**config.mk**
```make
export PLATFORM = sky130hd
export DESIGN_NAME = dual_pwm_ctrl
export DESIGN_NICKNAME = d
export VERILOG_FILES = /design/src/rtl/dpwm_pkg.sv /design/src/rtl/dpwm_regs.sv /design/src/rtl/dpwm_tick.sv /design/src/rtl/dpwm_wave.sv /design/src/rtl/dual_pwm_ctrl.sv
export SDC_FILE = /design/constraint.sdc
export NUM_CORES = 1
export LEC_CHECK = 0
export BUFFER_PORTS_ARGS = -buffer_cell sky130_fd_sc_hd__buf_2
export CORE_MARGIN = 5
export CORE_UTILIZATION = 30
export CTS_BUF_LIST = sky130_fd_sc_hd__clkbuf_4 sky130_fd_sc_hd__clkbuf_8
export CTS_CLUSTER_SIZE = 8
export DETAILED_ROUTE_END_ITERATION = 10
export PLACE_DENSITY_LB_ADDON = 0.2
export SYNTH_ARGS = -nofsm -noshare
export SYNTH_HDL_FRONTEND = slang
export SYNTH_SLANG_ARGS = --single-unit
```
**constraint.sdc**
```tcl
create_clock -name clk -period 7.95 [get_ports clk]
set_input_delay 0 -clock clk [delete_from_list [all_inputs] [get_ports clk]]
set_output_delay 0 -clock clk [all_outputs]
set_load 0.02 [all_outputs]
```
**src/rtl/dpwm_pkg.sv**
```systemverilog
package dpwm_pkg;
  localparam int CNT_W  = 16;
  localparam int DIV_W  = 7;
  localparam int SEL_W  = 2;
  localparam int SRC_N  = 1 << SEL_W;
  localparam int CH_N   = 2;
  localparam int POS_W  = CNT_W + 1;

  typedef struct packed {
    logic [CNT_W-1:0] hi_len;
    logic [CNT_W-1:0] lo_len;
    logic [SEL_W-1:0] src_sel;
    logic [DIV_W-1:0] div;
    logic             gate;
    logic             en;
  } ch_cfg_t;
endpackage

```
**src/rtl/dpwm_regs.sv**
```systemverilog
module dpwm_regs
  import dpwm_pkg::*;
#(
  parameter int ADDR_W = 4
) (
  input  logic              clk,
  input  logic              rst,
  input  logic              we,
  input  logic [ADDR_W-1:0] addr,
  input  logic [31:0]       wdata,
  output logic [31:0]       rdata,
  output ch_cfg_t           cfg [CH_N]
);
  localparam logic [ADDR_W-1:0] OFS_A    = ADDR_W'(4'h0);
  localparam logic [ADDR_W-1:0] OFS_B    = ADDR_W'(4'h4);
  localparam logic [ADDR_W-1:0] OFS_CTRL = ADDR_W'(4'h8);

  logic [31:0] cnt_q [CH_N];
  logic [31:0] ctrl_q;

  always_ff @(posedge clk) begin
    if (rst) begin
      cnt_q[0] <= '0;
      cnt_q[1] <= '0;
      ctrl_q   <= '0;
      rdata    <= '0;
    end else begin
      if (we) begin
        if (addr == OFS_A)    cnt_q[0] <= wdata;
        if (addr == OFS_B)    cnt_q[1] <= wdata;
        if (addr == OFS_CTRL) ctrl_q   <= wdata;
      end
      if (addr == OFS_A)         rdata <= cnt_q[0];
      else if (addr == OFS_B)    rdata <= cnt_q[1];
      else if (addr == OFS_CTRL) rdata <= ctrl_q;
      else                       rdata <= '0;
    end
  end

  // Field positions are fixed by the register layout.
  always_comb begin
    cfg[0].hi_len  = cnt_q[0][31:16];
    cfg[0].lo_len  = cnt_q[0][15:0];
    cfg[0].en      = ctrl_q[0];
    cfg[0].src_sel = ctrl_q[5:4];
    cfg[0].div     = ctrl_q[14:8];
    cfg[0].gate    = ctrl_q[15];
    cfg[1].hi_len  = cnt_q[1][31:16];
    cfg[1].lo_len  = cnt_q[1][15:0];
    cfg[1].en      = ctrl_q[1];
    cfg[1].src_sel = ctrl_q[7:6];
    cfg[1].div     = ctrl_q[22:16];
    cfg[1].gate    = ctrl_q[23];
  end

  assert_ctrl_hold_R2: assert property (@(posedge clk) disable iff (rst)
    !we |=> $stable(ctrl_q));
endmodule

```
**src/rtl/dpwm_tick.sv**
```systemverilog
module dpwm_tick
  import dpwm_pkg::*;
(
  input  logic             clk,
  input  logic             rst,
  input  logic [SRC_N-1:0] src_tick,
  input  logic [SEL_W-1:0] sel,
  input  logic [DIV_W-1:0] div,
  input  logic             gate,
  output logic             tick_o
);
  logic [DIV_W-1:0] div_cnt;
  logic             src;
  logic             wrap;

  assign src  = src_tick[sel];
  assign wrap = (div_cnt >= div);

  always_ff @(posedge clk) begin
    if (rst || !gate) begin
      div_cnt <= '0;
      tick_o  <= 1'b0;
    end else begin
      tick_o <= src && wrap;
      if (src) div_cnt <= wrap ? '0 : div_cnt + 1'b1;
    end
  end

  assert_gate_blocks_R6: assert property (@(posedge clk) disable iff (rst)
    !gate |=> !tick_o);
  assert_no_double_tick_R4: assert property (@(posedge clk) disable iff (rst)
    (tick_o && div != '0) |=> !tick_o);
endmodule

```
**src/rtl/dpwm_wave.sv**
```systemverilog
module dpwm_wave
  import dpwm_pkg::*;
(
  input  logic             clk,
  input  logic             rst,
  input  logic             en,
  input  logic             tick,
  input  logic [CNT_W-1:0] hi_cfg,
  input  logic [CNT_W-1:0] lo_cfg,
  output logic             pwm_o
);
  logic [CNT_W-1:0] hi_q, lo_q;
  logic [POS_W-1:0] pos, total_q, total_cfg;
  logic             start_q;

  assign total_cfg = POS_W'(hi_cfg) + POS_W'(lo_cfg);
  assign total_q   = POS_W'(hi_q) + POS_W'(lo_q);

  always_ff @(posedge clk) begin
    if (rst || !en) begin
      pwm_o   <= 1'b0;
      pos     <= '0;
      start_q <= 1'b1;
      hi_q    <= '0;
      lo_q    <= '0;
    end else if (tick) begin
      if (start_q) begin
        hi_q    <= hi_cfg;
        lo_q    <= lo_cfg;
        pwm_o   <= (hi_cfg != '0);
        pos     <= POS_W'(1);
        start_q <= (total_cfg <= POS_W'(1));
      end else begin
        pwm_o   <= (pos < POS_W'(hi_q));
        pos     <= pos + 1'b1;
        start_q <= (pos + 1'b1 == total_q);
      end
    end
  end

  assert_disable_low_R7: assert property (@(posedge clk) disable iff (rst)
    !en |=> !pwm_o);
  assert_pos_bound_R3: assert property (@(posedge clk) disable iff (rst)
    !start_q |-> (pos < total_q));
  assert_zero_high_low_R8: assert property (@(posedge clk) disable iff (rst)
    (!start_q && hi_q == '0) |-> !pwm_o);
endmodule

```
**src/rtl/dual_pwm_ctrl.sv**
```systemverilog
module dual_pwm_ctrl
  import dpwm_pkg::*;
#(
  parameter int ADDR_W = 4
) (
  input  logic              clk,
  input  logic              rst,
  input  logic [SRC_N-1:0]  src_tick,
  input  logic              bus_we,
  input  logic [ADDR_W-1:0] bus_addr,
  input  logic [31:0]       bus_wdata,
  output logic [31:0]       bus_rdata,
  output logic [CH_N-1:0]   pwm_out
);
  ch_cfg_t cfg [CH_N];

  dpwm_regs #(.ADDR_W(ADDR_W)) u_regs (
    .clk(clk), .rst(rst), .we(bus_we), .addr(bus_addr),
    .wdata(bus_wdata), .rdata(bus_rdata), .cfg(cfg)
  );

  for (genvar c = 0; c < CH_N; c++) begin : g_ch
    logic tick;
    dpwm_tick u_tick (
      .clk(clk), .rst(rst), .src_tick(src_tick),
      .sel(cfg[c].src_sel), .div(cfg[c].div), .gate(cfg[c].gate),
      .tick_o(tick)
    );
    dpwm_wave u_wave (
      .clk(clk), .rst(rst), .en(cfg[c].en), .tick(tick),
      .hi_cfg(cfg[c].hi_len), .lo_cfg(cfg[c].lo_len),
      .pwm_o(pwm_out[c])
    );
  end
endmodule

```
======== Yosys cells after proc, flatten, opt, wreduce, memory -nomap -nowiden ========
Memories as Yosys holds them, arrays and structs flattened.
Index checks and enable logic that the tools add are counted.
word-level totals
  bits in registers ....................... 182
  latch bits .............................. 0
  bits in writable memories ............... 64
  ROM bits ................................ 0
  bits of input ports ..................... 43
  output and inout bits ................... 34
  word-level logic and storage cells ...... 82
  memories kept ........................... 1
cells by class
  add/sub/neg operators ................... 8
  multiply operators ...................... 0
  div/mod/pow operators ................... 0
  order comparisons ....................... 8
  eq/ne operators ......................... 4
  shifts and indexed selects .............. 0
  mux-type cells .......................... 27
  bitwise operators ....................... 2
  reductions and logical operators ........ 16
memory list
  memory        depth  bits a word  read ports  clocked after Yosys merged registers in  write ports  RTL line         RTL
  u_regs.cnt_q  2      32           2           0                                        2            dpwm_regs.sv:18  logic [31:0] cnt_q [CH_N];
operators by type and width
  kind                   number
  $mux 32                5
  $add 16x16->17         4
  $add 17x1->17 const B  2
  $eq 17x17->1           2
  $le 17x1->1 const B    2
  $lt 17x16->1           2
  $mux 17                2
  $reduce_bool 16->1     2
  $mux 1                 16
  $add 7x1->7 const B    2
  $ge 7x7->1             2
  $mux 7                 2
  $lt 2x3->1 const B     2
  $reduce_and 2->1       3
  $bmux 1 s2             2
  $eq 4x3->1 const B     1
  $eq 4x4->1 const B     1
  $logic_not 1->1        4
  $logic_not 4->1        1
  $logic_or 1x1->1       4
  $logic_and 1x1->1      2
  $or 1x1->1             2

======== Longest topological paths before layout ========
Gate-level depths: netlist (run 1).
  word-level depth ........................ 6
  mapped depth ............................ 12
  mapped depth without buffers ............ 12

======== Cells and area by module ========
Synthesis (run 1) repeated with hierarchy kept, for this count alone.
unflattened totals
  cells, all modules ...................... 1,796
  area, all modules ....................... 15,579.9 µm²
modules (own cells, without submodules)
  module                      instances  cells each  area an instance (µm²)  seq. area each (µm²)
  dpwm_regs                   1          448         5,371.4                 3,203.1
  dpwm_wave (g_ch[1].u_wave)  1          630         4,568.1                 1,021.0
  dpwm_wave (g_ch[0].u_wave)  1          604         4,516.8                 1,021.0
  dpwm_tick                   2          57          561.8                   160.2

======== Worst setup path after synthesis (run 1) ========
Ideal clock, no wire load.
  path kind ............................... reg-to-reg
  start ................................... mem u_regs.cnt_q[0][16]
  end ..................................... reg g_ch[0].u_wave.start_q
  setup time .............................. 0.069 ns
  arrival ................................. 2.600 ns
  required time ........................... 7.881 ns
  path slack .............................. 5.281 ns
  cell stages (with the launch flop) ...... 13
  period minus slack after synthesis ...... 2.669 ns
  cells stage by stage .................... edfxtp_1 > ha_1 > inv_1 > fa_1 > nand3b_1 > a21oi_1 > o211ai_1 > or4_1 > nor4_1 > nand4_1 > a2111oi_0 > a21oi_1 > o21ai_1
RTL lines
  item                  RTL line         RTL
  from (decl)           dpwm_regs.sv:18
  to (signal assigned)  dpwm_wave.sv:32  start_q <= (total_cfg <= POS_W'(1));
  to (signal assigned)  dpwm_wave.sv:36  start_q <= (pos + 1'b1 == total_q);
  to (decl)             dpwm_wave.sv:14  logic start_q;

==> summary by stage, run 1 <==
Timing
Setup violations remaining at the end of the flow were counted as 0. The final number of max-transition violations is 0. The final-layout setup total negative slack is 0 ns.

The final critical-path required period is 3.19 ns. The slack of the critical path is 4.76 ns. The hold violation total from the final report is 0. The max-slew headroom at the worst pin is 0.266. Across all hold checks on the routed design, the worst slack comes to 0.0741 ns. Dividing the final minimum period by the clock period gives 0.401. Setup repair after global routing left no endpoint under its margin.

The final worst clock skew is 0.0240 ns. The measured slew at the worst slew-check pin is 1.10 ns. The peak clock frequency supported by timing is 313 MHz.

Place
Counting tap cells, the placed design contains a total of 2,367 instances. In this run the tool buffered the top-level ports with 76 buffer cells. Once detailed placement completed, the half-perimeter wirelength came to 33,300 µm.

The congestion estimate from routability-driven global placement came to 0.887. The setup slack after placement is 4.83 ns.

Yosys
The share of the Yosys chip area taken by registers is 0.379. The total standard cell area after synthesis is 0.0147 mm². The count of cell types in the netlist is 84. The flip-flop and latch count after synthesis is 246. The instance count of the mapped netlist is 1,743. In this run, synthesis inferred 64 flip-flops with an integrated enable. The share of flip-flops with an asynchronous set or reset is 0.

When the netlist entered floorplanning its net count stood at 1,902. The mean post-synth cell area is 8.42 µm². For this run, the leading register cell type out of synthesis is dfxtp_1. The synthesis warning total is 0.

Detailed routing
The detailed router's first-iteration violation count is 882. The remaining number of nets flagged by the antenna check after routing is 0. The via total after detailed routing is 12,800. After detailed routing, the average wire length per cell comes to 18.3 µm. The first detailed-routing pass ran for 5 iterations. The final routed DRC violation total is 0. The routed wire length is 45,500 µm.

The detailed-route vias per instance is 5.14.

Clock network
The TritonCTS sink count is 246. The TritonCTS clock tree is built. The number of setup buffers added after CTS is 0. For this design, the CTS-stage hold fixing added 38 buffers.

The depth of the CTS H-tree is 2. The count of cells resized by post-cts repair is 0. Clock-pin slew was measured on the worst setup and hold paths at 0.06 ns. The longest clock path from root to sink contains 3 buffers. The number of clock buffers added by TritonCTS is 46. Clock latency on the worst-skew pair, taken at its later pin, is 0.63 ns.

The clock root buffer is clkbuf_8.

Floorplanning
The initialized floorplan defines 81 standard-cell rows. The die is 231 µm tall. The total area inside the core boundary comes to 0.0486 mm². The die width is 231 µm. The I/O pin total is 77. The die covers 0.0534 mm². For this configuration, the core starts out at a cell density of 0.302.

Pwr
The leakage power of the design is 6.38 nW. The power density over the cells is 175 mW/mm². The overall power after layout is 2.97 mW. VDD sags by at most 0.000107 V.

GRT
The first global-routing pass estimated 70,000 µm of wire. The via count of the first global-routing pass came to 12,000. The maximum number of pins on one net before global-route repair is 72. In the global route stage, overall resource usage came out at 0.165.

The number of antenna violations at the first check in global routing is 0. For this run the aggregate overflow at the end of global routing stands at 0.

Setup path
STA classifies the critical path endpoint as a flop. The arrival time of data at the critical path endpoint is 3.73 ns. The top fanout value on the critical path is 4. Measured in cells, the most critical reg-to-reg path has a length of 12.

The start-to-end type of the worst setup path is reg -> reg. The worst setup path is launched from a flop. Data on the critical path is required at its endpoint by 8.49 ns.

Hold path
The hold-critical path depth is 4. The tightest min-delay check is of the in -> reg type.

Layout
The net count of the finished layout is 1,990. From synthesis to final layout, the design area changed by 15.9%. For this run, the number of standard cells in the final layout without fillers is 2,490. The number of antenna diodes in the final layout is 0. The fraction of layout cells with a size suffix above 1 is 0.113.

Run status
The run finished with clean final reports.

Flow run
Max-cap violations in this run came to 0.
==> flip-flops by register name (all words and copies together), names as in the netlist <==
name                 cells
g_ch.u_wave.pwm_o        2
g_ch.u_wave.hi_q        32
g_ch.u_wave.pos         34
u_regs.rdata            32
g_ch.u_wave.start_q      2
u_regs.ctrl_q           32
g_ch.u_wave.lo_q        32
g_ch.u_tick.div_cnt     14
u_regs.cnt_q            64
g_ch.u_tick.tick_o       2
==> stage by stage <==
step	util	instance area, µm²
after global routing	0.349	17000
final	0.349	17000
after CTS	0.349	17000
after floorplan	-	14700
after detailed placement	0.320	15600
after global placement	0.320	15600
==> worst paths after layout <==
check / from / slack [ns] / endpoint
worst max-delay path: u_regs.cnt_q[0][16] / 4.76 / g_ch[0].u_wave.start_q
worst min-delay path: src_tick[3] / 0.07 / g_ch[1].u_tick.div_cnt[0]
worst max register to register: u_regs.cnt_q[0][16] / 4.76 / g_ch[0].u_wave.start_q
worst min register to register: u_regs.ctrl_q[29] / 0.45 / u_regs.ctrl_q[29]
==> cells in the mapped netlist (28+ instances only) <==
library cell	count	area share
nand2_1	284	0.073
a21oi_1	186	0.063
dfxtp_1	182	0.25
nor2_1	165	0.042
ha_1	112	0.096
inv_1	80	0.020
clkbuf_1	71	0.018
xnor2_1	66	0.039
edfxtp_1	64	0.13
o21ai_0	57	0.019
a21o_1	43	0.022
nor3_1	42	0.014
and2_1	37	0.016
a211oi_1	35	0.018
xor2_1	31	0.019
nand3_1	28	0.0096
==> layout by cell type (no fill, tap or decap), types with 28 or more instances in the layout <==
master         count
a211oi_1          35
a21o_1            43
a21oi_1          186
and2_1            37
buf_2             76
clkbuf_8          59
dfxtp_1          182
dlygate4sd3_1     38
edfxtp_1          64
ha_1             112
inv_1             80
nand2_1          284
nand3_1           28
nor2_1           165
nor3_1            41
o21ai_0           57
xnor2_1           66
xor2_1            31
==> power by group <==
group	total, mW	switching, mW	internal, mW	leakage, nW
registers	1.35	0.0409	1.31	2.08
clock network	1.36	0.585	0.774	0.554
logic	0.261	0.157	0.105	3.74
==> routing by layer <==
metal  track usage  vias up  routed length [µm]  part of all wire
met3        0.0321       67                2930             0.064
met2         0.245      406               19400              0.43
met4        0.0546        0                1230             0.027
li1              -     6291                   -                 -
met1         0.240     6029               21900              0.48
met5             0        -                   0                 0
==> cell families after synthesis <==
kind of cell             synth area share
AO/OA/AOI/OAI                       0.178
adder cells (fa/ha/maj)             0.101
XOR/XNOR                           0.0617
multiplexers                       0.0217
buffers and inverters              0.0463
AND/OR/NAND/NOR                     0.212
flip-flops                          0.379
==> critical path: stages (launching register included) <==
cell and delay, ns:
edfxtp_1 0.41, ha_1 0.22, inv_1 0.07, fa_1 0.49, nand3b_1 0.08, a21oi_1 0.16, o211ai_1 0.09, or4_1 0.51
nor4_1 0.18, nand4_1 0.13, a2111oi_0 0.53, a21oi_1 0.15, o21ai_1 0.09
==> layout make-up <==
type / count / area [µm²]
multi-input combinational: 1328 / 8450
timing repair buffer: 129 / 873
tap: 622 / 778
clock buffer: 73 / 917
clock inverter: 12 / 114
fill: 5057 / 31600
inverter: 80 / 300
sequential: 246 / 5570
No activity file was read; power rests on OpenSTA's default activity.
==> run 2: changes to the inputs <==
- clock period: 7.95 -> 2.71 ns (I/O delays scaled with it)
==> summary by stage, run 2 (synthesized netlist as in run 1, its figures left out) <==
Layout
The register containing the most flip-flops in the final layout is u_regs.cnt_q. In the final layout, the registers with the most flip-flops are u_regs.cnt_q: 64 flops, g_ch.u_wave.pos: 34 flops. The net total in the final layout is 2,155.

Relative to the synthesized area, the layout overhead comes to 25.0%. The register with the most flip-flops in the layout has 64 of them. The repair_antennas step left the layout with diodes totalling 0. The number of standard cells in the layout, taps in and fillers out is 2,655. The library cell used most frequently in the layout, excluding fill and tap cells, is nand2_1. The summed area of non-filler cells in the final layout is 0.0183 mm².

Measured on the finished design, the core utilization comes to 0.377. The top cell types in the final layout, fill and taps aside, are nand2_1 (284), buf_4 (184), a21oi_1 (182). The fraction of layout cells with a size suffix above 1 is 0.199.

Setup path
The arrival time of data at the critical path endpoint is 3.38 ns. The capture point of the worst reg-to-reg path is g_ch[0].u_wave.start_q. The critical path is of the reg -> reg type.

The worst setup path is captured at a flop. The logic depth of the worst register-to-register path is 13. Data on the critical path is required at its endpoint by 3.25 ns. In this run the register-to-register setup slack is -0.14 ns. The top fanout value on the critical path is 2. The critical path launch point type is a flop. In this run the critical register-to-register path is launched from u_regs.cnt_q[0][0].

Clock network
The clock passes through at most 3 buffers. The insertion delay of the later-clocked pin in the worst-skew pair is 0.60 ns. The depth of the CTS H-tree is 2. Clock-pin slew was measured on the worst setup and hold paths at 0.06 ns. The tree is rooted in a clkbuf_8. The TritonCTS sink count is 246. Clock tree synthesis inserted a total of 46 buffers. TritonCTS built the clock tree.

Pwr
The analysis attributes to cell leakage a power of 7.23 nW. Across the VDD grid, the largest voltage drop is 0.000487 V. The share of total power dissipated in combinational logic is 0.112.

The power share of the clock group is 0.448. The design draws 8.91 mW. The share of total power consumed by net switching is 0.260. In this run the power density over the cells is 486 mW/mm².

The net switching component of the power is 2.32 mW. Internal power comes to 6.60 mW. The share of total power dissipated in sequential elements is 0.440.

Detailed routing
The routed metal-1 wirelength is 23,700 µm. The count of nets left with antenna violations once routing finished came out at 0. Summed over all nets, wire length on met3 after detailed routing comes to 2620 µm.

In the detailed route, the total length drawn on met2 is 20,700 µm. The detailed-route vias per instance is 5.00. The first routing iteration left 904 violations. In the routed design, unresolved DRC markers number 0. The average routed wire per standard cell is 18.3 µm. The pre-antenna-repair detailed-routing pass consisted of 5 iterations. The via total after detailed routing is 13,300.

After detailed routing, no signal wire sits above met5. The routed design has 48,500 µm of wire.

Place
The placed instance area is 0.0168 mm². The detailed placement HPWL is 37,100 µm. Timing analysis after detailed placement gives a worst setup slack of -0.374 ns. At the end of routability-driven placement, the weighted congestion stood at 0.906. The number of instances in the placed design is 2,531. The number of I/O port buffers is 76.

GRT
The wire length of the first global-routing pass is 75,900 µm. The via count of the first global-routing pass came to 13,000. The number of antenna violations at the first check in global routing came to 2. Entering global routing, the biggest net connects 70 pins. For this run the aggregate overflow at the end of global routing stands at 0. The overall routing resource usage is 0.179.

Hold path
The start point of the worst min-delay path is src_tick[3]. The worst hold path belongs to the class in -> reg. The path with the worst hold slack has its endpoint at g_ch[0].u_tick.div_cnt[1]. The worst hold path passes through 5 cells.

Timing
Measured against its own limit, the worst slew margin works out to 0.340. Once routing completed, OpenROAD measured the worst setup slack at -0.137 ns. The hold violation total from the final report came to 0. In the finished design, the share of the clock period the worst path needs comes to 1.05. Based on the critical path, the design can be clocked at up to 351 MHz. The count of endpoints failing setup in the final report is 2. Counting I/O delays and the setup requirement, the final critical path takes 2.85 ns.

Clock skew on the completed layout was measured at 0.0211 ns. Setup repair after global routing could not meet its margin everywhere. The final number of max-transition violations was 0.

For the pin with the worst max-slew slack, the measured transition is 0.989 ns.

Floorplanning
In this run the vertical extent of the chip is 231 µm. The floorplan step defined a die boundary enclosing 0.0534 mm². For this configuration, the core starts out at a cell density of 0.302. From left edge to right edge, the die measures 231 µm. The initialized floorplan defines 81 standard-cell rows. 77 I/O pins were placed.

The floorplan step defined a core boundary enclosing 0.0486 mm².

Run status
The checks that failed: setup timing. The flow ran to the end, but the final reports show violations.

Flow run
The number of max-cap violations is 0.
-- run 2: critical path, stage by stage (launching register included) --
cell and delay (ns):
edfxtp_1 0.35, ha_2 0.21, inv_2 0.04, fa_1 0.47, nand3b_1 0.08, a21oi_2 0.11
o211ai_1 0.09, or4_4 0.51, nor4_4 0.15, nand4_1 0.15, a2111oi_2 0.33, buf_4 0.17
a21oi_2 0.05, o21ai_1 0.08
-- run 2: layer usage --
layer  GRT usage  vias up
met4      0.0602        4
li1            -     6627
met3      0.0304       77
met1       0.258     6228
met2       0.270      347
met5           0        -
-- run 2: what timing repair did --
action,CTS,global route
pin swaps,12,8
setup buffers,3,2
resized for setup,27,8
hold buffers,34,0
setup endpoints to repair,2,2
endpoints found under the hold margin,97,0
-- run 2: area by class of cell --
| type | instances | area, µm² |
|---|---|---|
| Clock buffer | 76 | 915 |
| Clock inverter | 9 | 97.6 |
| Tap cell | 622 | 778 |
| Multi-Input combinational cell | 1328 | 8590 |
| Sequential cell | 246 | 5570 |
| Inverter | 80 | 300 |
| Timing Repair Buffer | 294 | 2100 |
| Fill cell | 4994 | 30300 |
-- run 2: per-stage QoR --
step           TNS [ns]  hold WS [ns]
4_1_cts          -0.164        0.0149
3_5_place_dp     -0.656         0.263
3_3_place_gp     -0.469         0.261
2_1_floorplan         0         0.136
6_report         -0.230        0.0644
5_1_grt          -0.610        0.0690
-- run 2: worst max-delay path by stage --
stage	cells past startpoint	end	from	slack, ns
floorplan	12	g_ch[0].u_wave.start_q	u_regs.cnt_q[0][16]	0.04
global route	13	g_ch[0].u_wave.start_q	u_regs.cnt_q[0][0]	-0.31
global placement	13	g_ch[0].u_wave.start_q	u_regs.cnt_q[0][0]	-0.40
finish	13	g_ch[0].u_wave.start_q	u_regs.cnt_q[0][0]	-0.14
CTS	12	g_ch[0].u_wave.start_q	u_regs.cnt_q[0][17]	-0.08
detailed placement	13	g_ch[0].u_wave.start_q	u_regs.cnt_q[0][0]	-0.37
-- run 2: power by group through the flow --
stage                     clock network [mW]  logic [mW]  registers [mW]
after floorplan                            0       0.489            3.99
after global placement                     0       0.913            4.00
after detailed placement                   0       0.913            4.00
after CTS                               4.11       0.967            3.92
after global routing                    4.29        1.08            3.93
final                                   3.99       0.998            3.92
==> run 3: changes to the inputs <==
- clock period: 2.71 -> 2.4 ns (I/O delays scaled with it)
==> summary by stage, run 3 (synthesized netlist as in run 1, its figures left out) <==
Run status
The run finished, with violations left. The final reports fail on setup timing.

Timing
Setup violations remaining at the end of the flow were counted as 2. The final number of max-transition violations is 0. Setup repair after global routing could not meet its margin everywhere.

After layout, the worst setup slack is -0.389 ns. The worst path in the final design needs a cycle of 2.79 ns, including I/O delays and setup. The tightest hold path in the finished design has a slack of 0.0817 ns. The hold violation total from the final report is 0. The final cycle utilization of the critical path is 1.16.

The peak clock frequency supported by timing is 359 MHz. The measured slew at the worst slew-check pin is 0.878 ns. The worst pin sits at a relative slew slack of 0.414. Clock skew on the completed layout was measured at 0.0610 ns.

Layout
The number of flip-flops under the largest register name is 64. The register containing the most flip-flops in the final layout is u_regs.cnt_q. The antenna diode instance count is 0.

Compared with the post-synthesis result, the final layout area differs by 34.2%. The library cell used most frequently in the layout, excluding fill and tap cells, is nand2_1. For this run, the post-layout net count is 2,304. The library cells used most frequently in the layout, excluding fill and tap cells, are nand2_1 (284), buf_4 (275), dfxtp_1 (180). The fraction of layout cells with a size suffix above 1 is 0.231. In the final layout, the registers with the most flip-flops are u_regs.cnt_q: 64 flops, g_ch.u_wave.pos: 34 flops. The finished layout holds 2,804 standard cells, fillers aside. With fillers left out, the area of the finished cells amounts to 0.0197 mm².

Pwr
The worst IR drop on VDD is 0.000440 V. The leakage power of the design is 7.99 nW. The power density over the cells is 511 mW/mm².

Place
Prior to clock tree synthesis, the placed netlist has a worst setup slack of -0.507 ns. The placed instance area is 0.0176 mm². The detailed placement HPWL is 39,300 µm.

The number of I/O port buffers is 76. The number of instances in the placed design is 2,627. The final estimated routing congestion in global placement is 0.886.

Detailed routing
The remaining number of nets flagged by the antenna check after routing is 0. In the final routed layout, each cell accounts on average for 18.5 µm. In the routed design, unresolved DRC markers number 0. The detailed-route vias per instance is 4.99. The first detailed-routing pass ran for 5 iterations. Summed over all layers, the routed wires come to 51,800 µm. The via total after detailed routing is 14,000.

The first routing iteration left 1,064 violations.

Setup path
The timing startpoint of the critical path is u_regs.cnt_q[0][0]. The most prevalent standard cell on the critical path is a21oi_2. The worst-path cell with the longest stage delay is or4_4. The startpoint identified for the worst register-to-register timing path is u_regs.cnt_q[0][0]. The start-to-end type of the worst setup path is reg -> reg. Of all nets on the critical path, the largest fanout is 2. The required time at the worst-slack endpoint is 2.95 ns. Data on the critical path arrives at its endpoint at 3.34 ns. Together, buffers and inverters on the worst path number 1. The worst setup path is launched from a flop.

The maximum cell stage delay along the critical path is 0.52 ns. The type of destination of the critical path is a flop. In this design, the largest share of critical-path delay is due to simple AND/OR/NAND/NOR gates. The signal on the critical path passes through ha_2 > inv_1 > fa_1 > nand3b_1 > a21oi_2 > o211ai_1 > or4_4 > nor4_2 > nand4_1 > a2111oi_4 > a21oi_2 > o21ai_1.

Floorplanning
The initial utilization of the core area, before any placement, comes to 0.302. The die width is 231 µm. The floorplan die area is 0.0534 mm². The floorplan has 81 rows. The core area is 0.0486 mm².

The I/O pin total is 77. The die height is 231 µm.

GRT
The number of antenna violations at the first check in global routing is 3. The via count of the first global-routing pass came to 13,800. The wire length of the first global-routing pass is 79,700 µm. The overall routing resource usage is 0.190. Entering global routing, the biggest net connects 52 pins.

The total congestion overflow is 0.

Clock network
The tree built by TritonCTS fans out to 246 sinks. The H-tree was split into 2 levels. Clock tree synthesis inserted a total of 45 buffers. TritonCTS built the clock tree. The tree is rooted in a clkbuf_8.

The insertion delay of the later-clocked pin in the worst-skew pair is 0.65 ns. After clock tree synthesis, the clock-pin slew on the worst setup and hold paths is 0.06 ns. The buffer levels on the longest clock path is 3.

Flow run
The tool flagged a number of max-cap violations equal to 0.

Hold path
The worst hold path belongs to the class in -> reg. The start point of the worst min-delay path is src_tick[1].
## run 3: changes by cell type in the layout (fill, tap and decap cells not counted), moves of 3 or more
cell,before,now
a2111oi_0,5,1
clkbuf_8,55,50
buf_4,184,275
a21oi_2,4,7
a2111oi_1,1,4
a21oi_1,182,179
o21ai_1,6,3
dlygate4sd3_1,34,89
clkinv_1,0,6
clkbuf_4,21,16
## run 3: worst register-to-register path, stage by stage (launching register included)
cell,delay (ns)
edfxtp_1,0.35
ha_2,0.18
inv_1,0.05
fa_1,0.47
nand3b_1,0.09
a21oi_2,0.12
o211ai_1,0.09
or4_4,0.52
nor4_2,0.17
nand4_1,0.18
a2111oi_4,0.25
a21oi_2,0.12
o21ai_1,0.09
## run 3: worst paths after layout
kind                               end  slack [ns]  cells after the start
max             g_ch[0].u_wave.start_q       -0.39                     12
min          g_ch[1].u_tick.div_cnt[0]        0.08                      4
max reg2reg     g_ch[0].u_wave.start_q       -0.39                     12
min reg2reg     g_ch[0].u_wave.lo_q[6]        0.46                      2
## run 3: power breakdown
part           total, mW  switching [mW]  internal (mW)
clock               4.39            1.99           2.40
sequential          4.42          0.0681           4.35
combinational       1.25           0.681          0.570
total               10.1            2.74           7.32
## run 3: cell type report
class	instances	area (µm²)
fillers	4996	29000
multi-input cells	1328	8670
flip-flops and latches	246	5570
repair buffers	444	3410
clock buffers	66	808
well taps	622	778
inverters	80	300
clock inverters	18	154
## run 3: metrics by stage
step | setup TNS [ns] | util | power, mW
floorplan | -0.215 | - | 5.07
finish | -0.686 | 0.405 | 10.1
CTS | -0.779 | 0.402 | 10.2
global route | -1.02 | 0.405 | 10.5
detailed placement | -0.867 | 0.362 | 5.64
global placement | -0.807 | 0.362 | 5.63
## run 3: timing repair
item	4_1_cts	5_1_grt
gates cloned	0	1
resized for setup	20	20
pin swaps	16	12
hold endpoints to repair	138	0
endpoints found under the setup margin	2	27
buffers inserted	2	2
hold buffers	89	0
## run 3: routing by layer
layer | global-route usage | share of wire | up-vias
li1 | - | - | 6930
met1 | 0.273 | 0.48 | 6627
met2 | 0.293 | 0.44 | 351
met3 | 0.0332 | 0.057 | 79
met4 | 0.0533 | 0.024 | 6
met5 | 0 | 0.00091 | -
